<file path="config.mk">
export PLATFORM = sky130hd
export DESIGN_NAME = idct8_fast
export DESIGN_NICKNAME = d
export VERILOG_FILES = /design/src/rtl/idct8_pkg.sv /design/src/rtl/idct8_ctrl.sv /design/src/rtl/idct8_dp.sv /design/src/rtl/idct8_fast.sv
export SDC_FILE = /design/constraint.sdc
export NUM_CORES = 2
export LEC_CHECK = 0
export ABC_AREA = 1
export CAP_MARGIN = 20
export CELL_PAD_IN_SITES_DETAIL_PLACEMENT = 0
export CELL_PAD_IN_SITES_GLOBAL_PLACEMENT = 1
export CORE_MARGIN = 2
export CORE_UTILIZATION = 30
export CTS_BUF_LIST = sky130_fd_sc_hd__clkbuf_8
export DETAILED_ROUTE_END_ITERATION = 12
export HOLD_SLACK_MARGIN = 0.02
export PLACE_DENSITY_LB_ADDON = 0.05
export SLEW_MARGIN = 40
export SYNTH_ARGS = -nofsm -noshare
export SYNTH_HDL_FRONTEND = slang
export SYNTH_SLANG_ARGS = --single-unit
</file>
<file path="constraint.sdc">
create_clock -name clk -period 14.6 [get_ports clk]
set_input_delay 2.19 -clock clk [delete_from_list [all_inputs] [get_ports clk]]
set_output_delay 2.19 -clock clk [all_outputs]
set_load 0.03 [all_outputs]
</file>
<file path="src/rtl/idct8_pkg.sv">
package idct8_pkg;
  localparam int W     = 16;
  localparam int LANES = 8;
  localparam int LAT   = 3;
  localparam int BUSW  = W * LANES;

  localparam logic signed [W-1:0] K0 = 16'sd2688;
  localparam logic signed [W-1:0] K1 = 16'sd13568;
  localparam logic signed [W-1:0] K2 = 16'sd27776;
  localparam logic signed [W-1:0] K3 = 16'sd20096;

  typedef logic signed [W-1:0] samp_t;

  // per-stage load strobes from control to datapath
  typedef struct packed {
    logic ld1;
    logic ld2;
    logic ld3;
  } idctStb_t;

  // saturating doubling multiply-high: floor(2*a*c / 2^W)
  function automatic samp_t qmulh(input samp_t a, input samp_t c);
    logic signed [2*W-1:0] prod;
    logic signed [2*W-1:0] sh;
    prod = a * c;
    sh   = prod >>> (W - 1);
    if (sh > 32'sd32767)       qmulh = 16'sh7fff;
    else if (sh < -32'sd32768) qmulh = 16'sh8000;
    else                       qmulh = sh[W-1:0];
  endfunction
endpackage

</file>
<file path="src/rtl/idct8_ctrl.sv">
module idct8_ctrl
  import idct8_pkg::*;
(
  input  logic     clk,
  input  logic     rstN,
  input  logic     inValid,
  output idctStb_t stb,
  output logic     outValid
);
  logic [LAT-1:0] vPipe;

  always_ff @(posedge clk) begin
    if (!rstN) vPipe <= '0;
    else       vPipe <= {vPipe[LAT-2:0], inValid};
  end

  always_comb begin
    stb.ld1 = inValid;
    stb.ld2 = vPipe[0];
    stb.ld3 = vPipe[1];
  end
  assign outValid = vPipe[LAT-1];

  AST_LAT_FIXED: assert property (@(posedge clk) disable iff (!rstN)
    inValid |-> ##3 outValid);
  AST_NO_SPURIOUS: assert property (@(posedge clk) disable iff (!rstN)
    outValid |-> $past(inValid, 3));
endmodule

</file>
<file path="src/rtl/idct8_dp.sv">
module idct8_dp
  import idct8_pkg::*;
(
  input  logic            clk,
  input  logic            rstN,
  input  idctStb_t        stb,
  input  logic [BUSW-1:0] xIn,
  output logic [BUSW-1:0] yOut
);
  samp_t xv [LANES];
  samp_t yReg [LANES];

  genvar gi;
  generate
    for (gi = 0; gi < LANES; gi++) begin : g_lane
      assign xv[gi] = xIn[gi*W +: W];
      assign yOut[gi*W +: W] = yReg[gi];
    end
  endgenerate

  // stage 1: first butterflies
  samp_t sT10, sT11, sT13, sD, sZ13, sN10, sZ11, sZ12;
  always_ff @(posedge clk) begin
    if (!rstN) begin
      {sT10, sT11, sT13, sD} <= '0;
      {sZ13, sN10, sZ11, sZ12} <= '0;
    end else if (stb.ld1) begin
      sT10 <= xv[0] + xv[4];
      sT11 <= xv[0] - xv[4];
      sT13 <= xv[2] + xv[6];
      sD   <= xv[2] - xv[6];
      sZ13 <= xv[5] + xv[3];
      sN10 <= xv[3] - xv[5];
      sZ11 <= xv[1] + xv[7];
      sZ12 <= xv[1] - xv[7];
    end
  end

  // stage 2: even and odd results
  samp_t cT12, cE0, cE1, cE2, cE3;
  samp_t cDiff, cO7, cO11, cS, cZ5, cO10, cO12, cO6, cO5, cO4;
  always_comb begin
    cT12  = qmulh(sD, K1) + sD - sT13;
    cE0   = sT10 + sT13;
    cE3   = sT10 - sT13;
    cE1   = sT11 + cT12;
    cE2   = sT11 - cT12;
    cO7   = sZ11 + sZ13;
    cDiff = sZ11 - sZ13;
    cO11  = qmulh(cDiff, K1) + cDiff;
    cS    = sZ12 - sN10;
    cZ5   = qmulh(cS, K2) + cS;
    cO10  = qmulh(sZ12, K0) + sZ12 - cZ5;
    cO12  = qmulh(sN10, K3) + (sN10 + sN10) + cZ5;
    cO6   = cO12 - cO7;
    cO5   = cO11 - cO6;
    cO4   = cO10 + cO5;
  end

  samp_t ev [4];
  samp_t od [4];
  always_ff @(posedge clk) begin
    if (!rstN) begin
      for (int i = 0; i < 4; i++) begin
        ev[i] <= '0;
        od[i] <= '0;
      end
    end else if (stb.ld2) begin
      ev[0] <= cE0; ev[1] <= cE1; ev[2] <= cE2; ev[3] <= cE3;
      od[0] <= cO7; od[1] <= cO6; od[2] <= cO5; od[3] <= cO4;
    end
  end

  // stage 3: output butterflies; lane k and 7-k pair up, except 3/4 swapped
  always_ff @(posedge clk) begin
    if (!rstN) begin
      for (int i = 0; i < LANES; i++) yReg[i] <= '0;
    end else if (stb.ld3) begin
      yReg[0] <= ev[0] + od[0];
      yReg[7] <= ev[0] - od[0];
      yReg[1] <= ev[1] + od[1];
      yReg[6] <= ev[1] - od[1];
      yReg[2] <= ev[2] + od[2];
      yReg[5] <= ev[2] - od[2];
      yReg[4] <= ev[3] + od[3];
      yReg[3] <= ev[3] - od[3];
    end
  end

  AST_HOLD_OUT: assert property (@(posedge clk) disable iff (!rstN)
    !stb.ld3 |=> $stable(yOut));
  AST_ODD_ZERO: assert property (@(posedge clk) disable iff (!rstN)
    (stb.ld1 && xv[1] == 0 && xv[3] == 0 && xv[5] == 0 && xv[7] == 0)
    |=> (sZ11 == 0 && sZ12 == 0 && sZ13 == 0 && sN10 == 0));
endmodule

</file>
<file path="src/rtl/idct8_fast.sv">
module idct8_fast
  import idct8_pkg::*;
(
  input  logic            clk,
  input  logic            rstN,
  input  logic            inValid,
  input  logic [BUSW-1:0] xIn,
  output logic            outValid,
  output logic [BUSW-1:0] yOut
);
  idctStb_t stb;

  idct8_ctrl u_ctrl (
    .clk(clk), .rstN(rstN), .inValid(inValid), .stb(stb), .outValid(outValid)
  );

  idct8_dp u_dp (
    .clk(clk), .rstN(rstN), .stb(stb), .xIn(xIn), .yOut(yOut)
  );
endmodule

</file>
### Word-level counts from Yosys, hierarchy flattened

Memory sizes are Yosys's and may differ from the RTL's.
Cells that the tools add are included.

| operators by class | value |
|---|---|
| add/subtract/negate cells | 35 |
| multiply operators | 5 |
| magnitude comparators | 10 |
| bitwise gates (word level) | 16 |
| mux-type cells | 33 |

Operators by type and width:

| operator | number |
|---|---|
| $mux 16 | 26 |
| $add 16x16->16 | 19 |
| $sub 16x16->16 | 16 |
| $mul 16x9->25 const B | 2 |
| $mul 16x7->23 const B | 2 |
| $gt 17x16->1 const B | 2 |
| $lt 17x16->1 const B | 2 |
| $gt 16x16->1 const B | 2 |
| $lt 16x16->1 const B | 2 |
| $mul 16x6->22 const B | 1 |
| $gt 14x16->1 const B | 1 |
| $lt 14x16->1 const B | 1 |
| $or 1x1->1 | 16 |
| $mux 1 | 7 |

| word-level totals | value |
|---|---|
| bits of input ports | 131 |
| output and inout bits | 129 |
| word-level logic and storage cells | 111 |
| bits in registers | 131 |
| memories | 3 |
| memory bits (writable) | 256 |

Memory list:

| name | words | width | rd ports | clocked after memory_dff | wr ports | line | RTL |
|---|---|---|---|---|---|---|---|
| u_dp.yReg | 8 | 16 | 8 | 0 | 8 | idct8_dp.sv:11 | `samp_t yReg [LANES];` |
| u_dp.ev | 4 | 16 | 4 | 0 | 4 | idct8_dp.sv:60 | `samp_t ev [4];` |
| u_dp.od | 4 | 16 | 4 | 0 | 4 | idct8_dp.sv:61 | `samp_t od [4];` |

### Longest topological paths before layout

| depth | value |
|---|---|
| word-level depth | 11 |
| depth in mapped cells | 79 |
| gate-level depth less buffers | 78 |

### Hierarchy

A second synthesis with hierarchy kept.

| unflattened totals | value |
|---|---|
| cells, all modules | 5104 |
| area, all modules | 42235.5 sq um |

Modules (own cells, without submodules):

| module | times used | cells an instance | sequential area each (sq um) | area each (sq um) |
|---|---|---|---|---|
| idct8_dp | 1 | 5094 | 9989.6 | 42145.4 |
| idct8_ctrl | 1 | 10 | 60.1 | 90.1 |

### Worst setup path after synthesis

Ideal clock, no wire load.

| timing path | value |
|---|---|
| path type | register to register |
| from | register u_dp.sZ11[0] |
| to | memory u_dp.od[3][15] in the netlist's numbering, data pin |
| clock period less this slack | 13.802 ns |
| arrival | 13.547 ns |
| path slack | 0.798 ns |
| required time | 14.345 ns |
| stages on the path, launching flop included | 75 |
| setup time | 0.255 ns |
| path buffers | 1 |
| cell sequence | dfxtp_1 -> inv_1 -> ha_1 -> fa_1 -> o21ai_1 -> nand2_1 -> o211ai_2 -> a21oi_1 -> o21bai_2 -> a21oi_1 -> o21bai_2 -> a21oi_1 -> o21bai_1 -> xnor2_1 -> inv_1 -> ha_1 -> ha_1 -> a31o_2 -> [... 39 more ...] -> o21ai_0 -> a21oi_1 -> o21ai_1 -> xor2_1 -> fa_1 -> inv_1 -> fa_1 -> inv_1 -> ha_1 -> nand2_1 -> nor2_1 -> a2111oi_0 -> nand2_1 -> xor2_1 -> xnor2_1 -> xor2_1 -> and2_0 -> nor2_1 |

RTL lines:

| what | line | RTL |
|---|---|---|
| start: declaration | idct8_dp.sv:22 | `samp_t sT10, sT11, sT13, sD, sZ13, sN10, sZ11, sZ12;` |
| start signal: assignment | idct8_dp.sv:34 | `sZ11 <= xv[1] + xv[7];` |
| end: declaration | idct8_dp.sv:61 |  |

==> impl_metrics.yaml <==
run_status:
  run_status: "finished clean"
synthesis:
  synthCells: 5421
  yosysTopAreaCell: "ha_1"
  async_flop_share_pct: 0
  yosys_warnings: 0
  synthFlopType: "edfxtp_1"
  yosysSeqAreaShare_pct: 23.2
  ys_top_cells_by_area: "ha_1 (20%), edfxtp_1 (17%), fa_1 (12%)"
  yosysUniqueCellTypes: 63
  ys_seq_elements: 377
  synth_edf_count: 250
  yosys.area.top_type_share_pct: 20.0
  avgSynthCellArea_sq_um: 8.00
  syn_area_sq_um: 43400
routing:
  firstDrtPassIters: 5
  avgRoutedWirePerCell_um: 19.1
  first_iter_violations: 1992
  ant_nets: 0
  drc: 0
  finalWirelength_um: 147000
  vias_per_cell: 4.54
  vias: 35100
global_routing:
  grt_first_pass_wirelength_um: 221000
  track_usage_pct: 20.0
  met1_usage_pct: 28.7
  met2_usage_pct: 30.8
  grt_pass1_vias: 35800
  grt_max_degree: 82
  grt_overflow_total: 0
  grtUsageMet3_pct: 3.15
  antenna_found_initial: 15
  gr-max-usage-layer: "met2"
sta:
  worst_hold_slack_ps: 509
  min_period_ps: 13640
  report.final.slew_viol_count: 0
  fin_crit_sh_pct: 93.5
  worst_pin_slew_ps: 910
  finalHoldViolations: 0
  relSlewSlack_pct: 39.1
  timing.fmax_mhz: 73.3
  fin_skew_ps: 49.5
  setup_violations: 0
hold_path:
  hp-class: "reg -> reg"
critical_path:
  cp_common_cell: "nand2_1"
  cp-end-kind: "flop"
  cp-start-kind: "flop"
  reg2reg_slack_ps: 960
  worstPathArrival_ps: 14140
  critPathKind: "reg -> reg"
  required_ps: 15100
  cpPeakStageDelay_ps: 580
  crit_fanout: 7
  slowest_stage: "fa_1"
floorplan:
  die-area_sq_um: 148000
  rows: 139
  fp.dieW_um: 384
  core-area_sq_um: 143000
  die_h_um: 384
  io_pins: 260
  start_util_pct: 30.2
cells_and_area:
  drive_gt1_share_pct: 5.91
  final_nets: 6843
  layout_commonest_cell: "inv_1"
  layout_common_cells: "inv_1 (1,193), ha_1 (683), nand2_1 (626)"
  area_growth_pct: 17.0
clocking:
  cts_buffers: 79
  clock-sinks: 377
  ctsLongestPathBuffers: 3
  cts_tree: "done"
  hold_buffers: 0
  cts.clk_slew.worst_paths_ps: 50
  insertion_delay_ps: 770
  htree_levels: 3
  root_buffer: "clkbuf_8"
placement:
  dp_hpwl_um: 125000
  io_buffers: 259
  place.gp.congestion: 0.875
job:
  maxCapViolations: 0
## path summary, 6_finish.rpt
check,start,to,depth (start not counted)
setup / recovery,u_dp.sZ11[0],u_dp.od[3][15],73
hold / removal,u_dp.sT10[15],u_dp.sT10[15],2
setup reg to reg,u_dp.sZ11[0],u_dp.od[3][15],73
hold reg to reg,u_dp.sT10[15],u_dp.sT10[15],2
## critical path, delay by kind of cell, from the launching register on
family	cells	cell delay [ps]
AO/OA/AOI/OAI	19	2630
XOR/XNOR	6	1160
adder cells (fa/ha/maj)	18	6880
buffers and inverters	11	690
flip-flops	1	350
AND/OR/NAND/NOR	19	1700
## logic make-up (layout without fill, tap and decap cells)
group                      count (synthesis)  in the layout  synth area share [%]
and+or+nand+nor                         1245           1245                  11.8
other                                      2              6                0.0173
buffers and inverters                   1301           1701                  11.3
xor gates and xnor gates                 301            301                  6.16
adders and majority gates                950            950                  31.8
muxes                                      1              1                0.0231
AOI/OAI and AO/OA                       1244           1244                  15.7
DFF                                      377            377                  23.2
## cell usage after synthesis, types with 4 or more instances
| master | number |
|---|---|
| o211ai_1 | 6 |
| fa_1 | 255 |
| buf_1 | 11 |
| a21oi_1 | 622 |
| inv_1 | 1182 |
| ha_1 | 695 |
| o21ai_0 | 361 |
| a21boi_0 | 6 |
| o31ai_1 | 27 |
| or2_2 | 4 |
| o2111ai_1 | 4 |
| nor3_1 | 35 |
| nand2_1 | 634 |
| clkbuf_1 | 88 |
| xor2_1 | 230 |
| xnor2_1 | 66 |
| nand3b_1 | 6 |
| nand2_2 | 13 |
| inv_2 | 9 |
| and2_1 | 9 |
| dfxtp_1 | 127 |
| nand3_1 | 113 |
| xor2_2 | 4 |
| o21a_1 | 37 |
| buf_2 | 5 |
| a21o_1 | 28 |
| nand4_1 | 16 |
| nor4_1 | 13 |
| o21ai_1 | 37 |
| o21bai_1 | 54 |
| a31oi_1 | 32 |
| edfxtp_1 | 250 |
| buf_4 | 5 |
| nor2_1 | 382 |
## metrics by stage
| step | utilization (%) | worst slack [ps] | cells | TNS [ps] | area, sq um |
|---|---|---|---|---|---|
| 2_1_floorplan | - | 798 | 5423 | 0 | 43400 |
| 3_3_place_gp | 33.9 | 418 | 7577 | 0 | 48700 |
| 3_5_place_dp | 34.0 | 183 | 7577 | 0 | 48700 |
| 4_1_cts | 35.1 | 123 | 7719 | 0 | 50300 |
| 5_1_grt | 35.4 | -36.2 | 7727 | -36.2 | 50700 |
| 6_report | 35.4 | 956 | 7728 | 0 | 50700 |
## repair_timing
action                     4_1_cts  5_1_grt
resized for setup                0       73
setup endpoints to repair        0        4
setup buffers                    0        7
## flip-flops by register name (all words and copies together) (netlist names)
register	flops
u_ctrl.vPipe	3
u_dp.ev	62
u_dp.od	64
u_dp.sD	16
u_dp.sN10	16
u_dp.sT10	15
u_dp.sT11	16
u_dp.sT13	15
u_dp.sZ11	16
u_dp.sZ12	15
u_dp.sZ13	15
u_dp.yReg	124
## cell type report
class                      instances  area, sq um
antenna                            2         5.00
timing repair buffer             367         3410
fill                           15300        92800
clock inverter                    60          439
tap                             1903         2380
multi-input combinational       3745        28800
clock buffer                      82         1130
inverter                        1192         4480
sequential                       377        10100
## per-layer routing
metal  share of wire [%]  wire, um
met2                  43     62800
met3                 4.5      6600
met4                 2.6      3870
met1                  50     74200
met5                   0         0
Power is left out: the tool's default activity adds up to more than one toggle a clock period on the data nets, which glitch-free logic cannot reach.
